<file path="src/rtl/ieq_pkg.sv">
package ieq_pkg;
  localparam int CHAN_W    = 6;
  localparam int ENTRY_W   = 16;
  localparam int FIELD_W   = 14;
  localparam int CAUSE_W   = 8;
  localparam int VALID_BIT = 15;
  localparam int WRAP_BIT  = 14;
  localparam int EVT_W     = 4;
  localparam int EVT_OVF   = 3;
  localparam int EVT_INT   = 2;
  localparam int EVT_TXU   = 1;
  localparam int EVT_RXO   = 0;

  // place the eight input causes at their entry bit positions
  function automatic logic [ENTRY_W-1:0] spread_causes(input logic [CAUSE_W-1:0] c);
    return {2'b00, c[7:6], 6'b000000, c[5:0]};
  endfunction
endpackage

</file>
<file path="src/rtl/ieq_chan_filter.sv">
module ieq_chan_filter
  import ieq_pkg::*;
#(
  parameter int NUM_CHANS = 64
) (
  input  logic                 clk,
  input  logic                 rst_n,
  input  logic                 cfg_we,
  input  logic [CHAN_W-1:0]    cfg_chan,
  input  logic [ENTRY_W-1:0]   cfg_data,
  input  logic [CHAN_W-1:0]    ev_chan,
  input  logic [CAUSE_W-1:0]   ev_cause,
  output logic [FIELD_W-1:0]   post_fields,
  output logic                 post_any
);
  logic [ENTRY_W-1:0] mask_tab [NUM_CHANS];
  logic [ENTRY_W-1:0] sel_mask;
  logic [ENTRY_W-1:0] kept;

  always_ff @(posedge clk) begin
    if (!rst_n) begin
      for (int i = 0; i < NUM_CHANS; i++) mask_tab[i] <= '0;
    end else if (cfg_we) begin
      mask_tab[cfg_chan] <= cfg_data;
    end
  end

  always_comb begin
    sel_mask    = mask_tab[ev_chan];
    kept        = spread_causes(ev_cause) & sel_mask;
    post_any    = |kept;
    post_fields = kept[FIELD_W-1:0] | {2'b00, ev_chan, 6'b000000};
  end
endmodule

</file>
<file path="src/rtl/ieq_ring.sv">
module ieq_ring
  import ieq_pkg::*;
#(
  parameter int DEPTH = 128,
  localparam int PTR_W = $clog2(DEPTH)
) (
  input  logic                 clk,
  input  logic                 rst_n,
  input  logic                 req_valid,
  input  logic [FIELD_W-1:0]   req_fields,
  output logic                 req_ready,
  output logic                 posted,
  output logic                 overflow,
  input  logic                 clr_en,
  input  logic [PTR_W-1:0]     clr_addr,
  input  logic [PTR_W-1:0]     rd_addr,
  output logic [ENTRY_W-1:0]   rd_data
);
  logic [ENTRY_W-1:0] mem [DEPTH];
  logic [PTR_W-1:0]   wr_ptr;
  logic               slot_busy;
  logic               slot_wrap;
  logic               take;

  always_comb begin
    slot_busy = mem[wr_ptr][VALID_BIT];
    slot_wrap = mem[wr_ptr][WRAP_BIT];
    req_ready = !(clr_en && (clr_addr == wr_ptr));
    take      = req_valid && req_ready;
    posted    = take && !slot_busy;
    overflow  = take && slot_busy;
  end

  always_ff @(posedge clk) begin
    if (!rst_n) begin
      for (int i = 0; i < DEPTH; i++)
        mem[i] <= (i == DEPTH - 1) ? ENTRY_W'(1 << WRAP_BIT) : '0;
      wr_ptr <= '0;
    end else begin
      if (clr_en)
        mem[clr_addr] <= {1'b0, mem[clr_addr][WRAP_BIT], {FIELD_W{1'b0}}};
      if (posted) begin
        mem[wr_ptr] <= {1'b1, slot_wrap, req_fields};
        wr_ptr      <= slot_wrap ? '0 : wr_ptr + 1'b1;
      end
    end
  end

  always_ff @(posedge clk) begin
    if (!rst_n) rd_data <= '0;
    else        rd_data <= mem[rd_addr];
  end

  assert_overflow_holds_ptr_R4: assert property (@(posedge clk) disable iff (!rst_n)
    (req_valid && req_ready && mem[wr_ptr][VALID_BIT]) |=> (wr_ptr == $past(wr_ptr)));

  assert_wrap_returns_R3: assert property (@(posedge clk) disable iff (!rst_n)
    (posted && mem[wr_ptr][WRAP_BIT]) |=> (wr_ptr == '0));

  assert_post_marks_valid_R1: assert property (@(posedge clk) disable iff (!rst_n)
    (req_valid && req_ready && !mem[wr_ptr][VALID_BIT]) |=> mem[$past(wr_ptr)][VALID_BIT]);

  assert_clear_drops_valid_R5: assert property (@(posedge clk) disable iff (!rst_n)
    clr_en |=> !mem[$past(clr_addr)][VALID_BIT]);
endmodule

</file>
<file path="src/rtl/ieq_events.sv">
module ieq_events
  import ieq_pkg::*;
(
  input  logic               clk,
  input  logic               rst_n,
  input  logic [EVT_W-1:0]   set_vec,
  input  logic               wr_en,
  input  logic [EVT_W-1:0]   wr_data,
  input  logic               mask_we,
  input  logic [15:0]        mask_data,
  output logic [EVT_W-1:0]   evt_q,
  output logic               irq
);
  logic [15:0] mask_q;

  for (genvar k = 0; k < EVT_W; k++) begin : g_bit
    always_ff @(posedge clk) begin
      if (!rst_n) evt_q[k] <= 1'b0;
      else        evt_q[k] <= set_vec[k] | (evt_q[k] & ~(wr_en & wr_data[k]));
    end

    assert_set_wins_R8: assert property (@(posedge clk) disable iff (!rst_n)
      set_vec[k] |=> evt_q[k]);

    assert_w1c_R8: assert property (@(posedge clk) disable iff (!rst_n)
      (wr_en && wr_data[k] && !set_vec[k]) |=> !evt_q[k]);
  end

  always_ff @(posedge clk) begin
    if (!rst_n)       mask_q <= '0;
    else if (mask_we) mask_q <= mask_data;
  end

  assign irq = |({{(16-EVT_W){1'b0}}, evt_q} & mask_q);
endmodule

</file>
<file path="src/rtl/irq_event_queue.sv">
module irq_event_queue
  import ieq_pkg::*;
#(
  parameter int NUM_CHANS = 64,
  parameter int DEPTH     = 128
) (
  input  logic                       clk,
  input  logic                       rst_n,
  input  logic                       ev_valid,
  output logic                       ev_ready,
  input  logic [5:0]                 ev_chan,
  input  logic [7:0]                 ev_cause,
  input  logic                       chmask_we,
  input  logic [5:0]                 chmask_chan,
  input  logic [15:0]                chmask_data,
  input  logic [$clog2(DEPTH)-1:0]   rd_addr,
  output logic [15:0]                rd_data,
  input  logic                       clr_en,
  input  logic [$clog2(DEPTH)-1:0]   clr_addr,
  input  logic                       glb_tx_underrun,
  input  logic                       glb_rx_overrun,
  input  logic                       evt_we,
  input  logic [3:0]                 evt_wdata,
  output logic [3:0]                 evt_q,
  input  logic                       mask_we,
  input  logic [15:0]                mask_wdata,
  output logic                       irq
);
  logic [FIELD_W-1:0] fields;
  logic               any_cause;
  logic               posted;
  logic               overflow;
  logic [EVT_W-1:0]   set_vec;

  ieq_chan_filter #(.NUM_CHANS(NUM_CHANS)) u_filter (
    .clk         (clk),
    .rst_n       (rst_n),
    .cfg_we      (chmask_we),
    .cfg_chan    (chmask_chan),
    .cfg_data    (chmask_data),
    .ev_chan     (ev_chan),
    .ev_cause    (ev_cause),
    .post_fields (fields),
    .post_any    (any_cause)
  );

  ieq_ring #(.DEPTH(DEPTH)) u_ring (
    .clk        (clk),
    .rst_n      (rst_n),
    .req_valid  (ev_valid && any_cause),
    .req_fields (fields),
    .req_ready  (ev_ready),
    .posted     (posted),
    .overflow   (overflow),
    .clr_en     (clr_en),
    .clr_addr   (clr_addr),
    .rd_addr    (rd_addr),
    .rd_data    (rd_data)
  );

  always_comb begin
    set_vec          = '0;
    set_vec[EVT_OVF] = overflow;
    set_vec[EVT_INT] = posted;
    set_vec[EVT_TXU] = glb_tx_underrun;
    set_vec[EVT_RXO] = glb_rx_overrun;
  end

  ieq_events u_events (
    .clk       (clk),
    .rst_n     (rst_n),
    .set_vec   (set_vec),
    .wr_en     (evt_we),
    .wr_data   (evt_wdata),
    .mask_we   (mask_we),
    .mask_data (mask_wdata),
    .evt_q     (evt_q),
    .irq       (irq)
  );
endmodule

</file>
<file path="config.mk">
export PLATFORM = sky130hd
export DESIGN_NAME = irq_event_queue
export DESIGN_NICKNAME = d
export VERILOG_FILES = /design/src/rtl/ieq_pkg.sv /design/src/rtl/ieq_chan_filter.sv /design/src/rtl/ieq_ring.sv /design/src/rtl/ieq_events.sv /design/src/rtl/irq_event_queue.sv
export SDC_FILE = /design/constraint.sdc
export NUM_CORES = 2
export LEC_CHECK = 0
export BUFFER_PORTS_ARGS = -buffer_cell sky130_fd_sc_hd__buf_2
export CORE_ASPECT_RATIO = 0.8
export CORE_MARGIN = 1
export CORE_UTILIZATION = 40
export CTS_BUF_LIST = sky130_fd_sc_hd__clkbuf_4 sky130_fd_sc_hd__clkbuf_8
export CTS_CLUSTER_SIZE = 8
export DETAILED_ROUTE_END_ITERATION = 6
export GPL_ROUTABILITY_DRIVEN = 0
export GPL_TIMING_DRIVEN = 1
export PLACE_DENSITY_LB_ADDON = 0.08
export SLEW_MARGIN = 20
export SYNTH_ARGS = -nofsm -noshare
export SYNTH_HDL_FRONTEND = slang
export SYNTH_SLANG_ARGS = --single-unit
</file>
<file path="constraint.sdc">
create_clock -name clk -period 4.9 [get_ports clk]
set_clock_uncertainty 0.15 [all_clocks]
set_input_delay 0.98 -clock clk [delete_from_list [all_inputs] [get_ports clk]]
set_output_delay 0.98 -clock clk [all_outputs]
set_load 0.01 [all_outputs]
</file>
==> metrics.yaml <==
critPathLaunchType: "flop"
max_cap_violations: 0
seq_area_frac_synth_pct: 63.3
grt_pass1_vias: 76416
power_density_nw_per_um2: 370
clk_pin_slew_worst_paths_ns: 0.06
netSwitchingPower_uw: 13800
synth.distinct_cells: 58
hold_violations: 0
drt_first_pass_iters: 5
status: "complete, no violations"
postLayoutCoreUtil_pct: 46.6
final_cell_area_um2: 139000
crit_path_end_kind: "flop"
dp_hpwl_um: 274000
avgSynthCellArea_um2: 14.2
internal_power_uw: 37700
max_freq_ghz: 0.214
comb_power_share_pct: 13.0
final_nets: 8894
die_h_um: 493
clkPwrFrac_pct: 37.3
area_delta_synth_final_pct: 15.3
cts_root_buffer: "clkbuf_8"
clk_latency_ns: 1.06
min_to: "u_events.evt_q[1]$_SDFF_PN0_"
fp.dieArea_um2: 304000
yosys_warnings: 0
period_share_pct: 95.4
cts_buffer_depth: 4
critPathMaxStageDelay_ns: 0.82
ys_top_cells_by_area: "edfxtp_1 (61%), mux4_2 (15%), and2_1 (3.1%)"
postPlaceCellArea_um2: 131000
cp.arrival_ns: 5.40
htree_num_levels: 5
grtUsageTotal_pct: 26.4
pre_cts_ws_ns: -0.532
io_pins: 101
hold_start: "evt_wdata[1]"
stdcell_count: 13147
r2r-end: "u_ring.mem[47][11]$_SDFFCE_PN0P_"
synth_edf_count: 2432
netlist_instances: 8470
p_leak_uw: 0.0495
finalSetupViolCount: 0
peakVddDrop_mv: 0.216
power.total_uw: 51400
start_util_pct: 40.4
antenna_found_initial: 41
worst_slew_pin_slew_ns: 1.18
reg2reg_depth: 9
drv_slew: 0
port_buffers: 80
rsz0062_at_grt: "no"
core_area_um2: 299000
rows: 179
placed_cells: 12352
sw_frac_of_total_pct: 26.8
cts_setup_buffers: 0
synth-seq-cells: 2598
synthFlopType: "edfxtp_1"
relSlewSlack_pct: 20.7
period_minus_slack_ns: 4.67
crit_slowest_cell: "dfxtp_2"
wl_um: 406000
p_seq_share_pct: 49.7
worstPathRequired_ns: 5.63
ys_async_sr_fraction_pct: 0
cts_tree: "yes"
grt_first_pass_wirelength_um: 575000
multi_input_area_um2: 40400
hold_class: "in2reg"
whs_path_depth: 4
drive_gt1_share_pct: 25.9
overflow: 0
netlist_area_um2: 121000
seqCellArea_um2: 76400
num_vias: 77425
critical_path_class: "reg2reg"
ant_nets: 0
cp_cell_sequence: "buf_4 > mux2i_1 > a22oi_1 > a22oi_1 > and4b_4 > nand3_2 > buf_4 > a211oi_1 > and2_1"
cts_sinks: 2598
fill_cells: 26229
final_common_cell: "edfxtp_1"
vias_per_cell: 5.89
die_w_um: 616
r2r_slack_ns: 0.23
drc: 0
grt_max_degree: 129
synth_nets: 8550
wl_per_cell_um: 30.9
layout_common_cells: "edfxtp_1 (2432), nor2_1 (988), mux4_2 (785)"
drtIter0Drc: 9286
yosysTopAreaCell: "edfxtp_1"
cts_made_buffers: 434
synth_top_cell_area_share_pct: 60.5
cp_max_fo: 14
setup_slack_ns: 0.225
-- synthesized netlist by cell type (11+ instances only) --
library cell / count
clkbuf_1: 578
nor2_1: 991
o211ai_1: 50
a21oi_1: 107
nand3_1: 39
buf_4: 38
nor2b_1: 21
nand2_1: 437
a22o_1: 11
mux2i_1: 216
nand2b_1: 21
a211oi_1: 24
and2_1: 597
buf_2: 212
mux4_2: 785
a22oi_1: 78
o2111ai_1: 38
buf_1: 100
nor3_1: 592
o2111ai_2: 13
o22ai_1: 22
o21ai_0: 231
and3_1: 565
dfxtp_1: 166
edfxtp_1: 2432
-- power by group through the flow --
stage                     registers [uW]  clock network [uW]  logic, uW
final                              25600               19200       6660
after global routing               25700               20400       6900
after CTS                          25600               19600       6610
after detailed placement           26000                   0       6600
after global placement             26000                   0       6560
after floorplan                    25900                   0       3500
-- routing by layer --
layer  wire (um)  GRT usage, %
met1      183000          39.9
met2      177000          38.6
met3       35000          5.28
met4       11200          7.38
met5         214         0.389
-- repair_timing --
item,4_1_cts,5_1_grt
endpoints found under the setup margin,0,12
resized for setup,0,1
hold buffers,8,0
endpoints found under the hold margin,8,0
-- worst max-delay path by stage --
stage	to	from	depth (start not counted)	slack, ns
CTS	u_ring.mem[64][7]$_SDFFCE_PN0P_	flop	9	0.30
global route	u_ring.mem[47][10]$_SDFFCE_PN0P_	flop	9	0.02
finish	u_ring.mem[47][11]$_SDFFCE_PN0P_	flop	9	0.23
detailed placement	u_ring.mem[85][8]$_SDFFCE_PN0P_	ev_chan[2]	13	-0.53
floorplan	u_ring.mem[73][0]$_SDFFCE_PN0P_	ev_chan[1]	14	0.10
global placement	u_ring.mem[87][10]$_SDFFCE_PN0P_	ev_chan[1]	14	-0.56
-- stage by stage --
step,TNS (ns),hold WS [ns]
after detailed placement,-690.51,0.295
after global routing,0,0.0872
after global placement,-602.41,0.297
final,0,0.103
after floorplan,0,0.279
after CTS,0,0.0111
-- sequential cells by signal, summed over array words and instances (netlist names), named ones only --
register and flops:
u_events.mask_q 4, u_ring.mem 2048, u_filter.mask_tab 512, u_events.evt_q 4, u_ring.rd_data 16, u_ring.wr_ptr 7
-- layout make-up --
class | count | area share [%]
Timing Repair Buffer | 846 | 6.39
Multi-Input combinational cell | 4928 | 29.0
Inverter | 6 | 0.0234
Antenna cell | 13 | 0.0234
Clock inverter | 141 | 0.575
Tap cell | 3982 | 3.58
Clock buffer | 633 | 5.48
Sequential cell | 2598 | 54.9
-- cells by family after synthesis --
kind of cell	share of synthesized area (%)
AO/OA/AOI/OAI	3.23
XOR/XNOR	0.0508
adder cells (fa/ha/maj)	0.0104
buffers and inverters	3.36
flip-flops	63.3
multiplexers	16.5
AND/OR/NAND/NOR	13.6
-- worst max-delay path, delay by kind of cell, from the launching register on --
family | cells | cell delay, ns
buffers and inverters | 2 | 0.76
AND/OR/NAND/NOR | 3 | 0.86
multiplexers | 1 | 0.59
AO/OA/AOI/OAI | 3 | 1.31
flip-flops | 1 | 0.82
No activity file was read; power rests on OpenSTA's default activity.
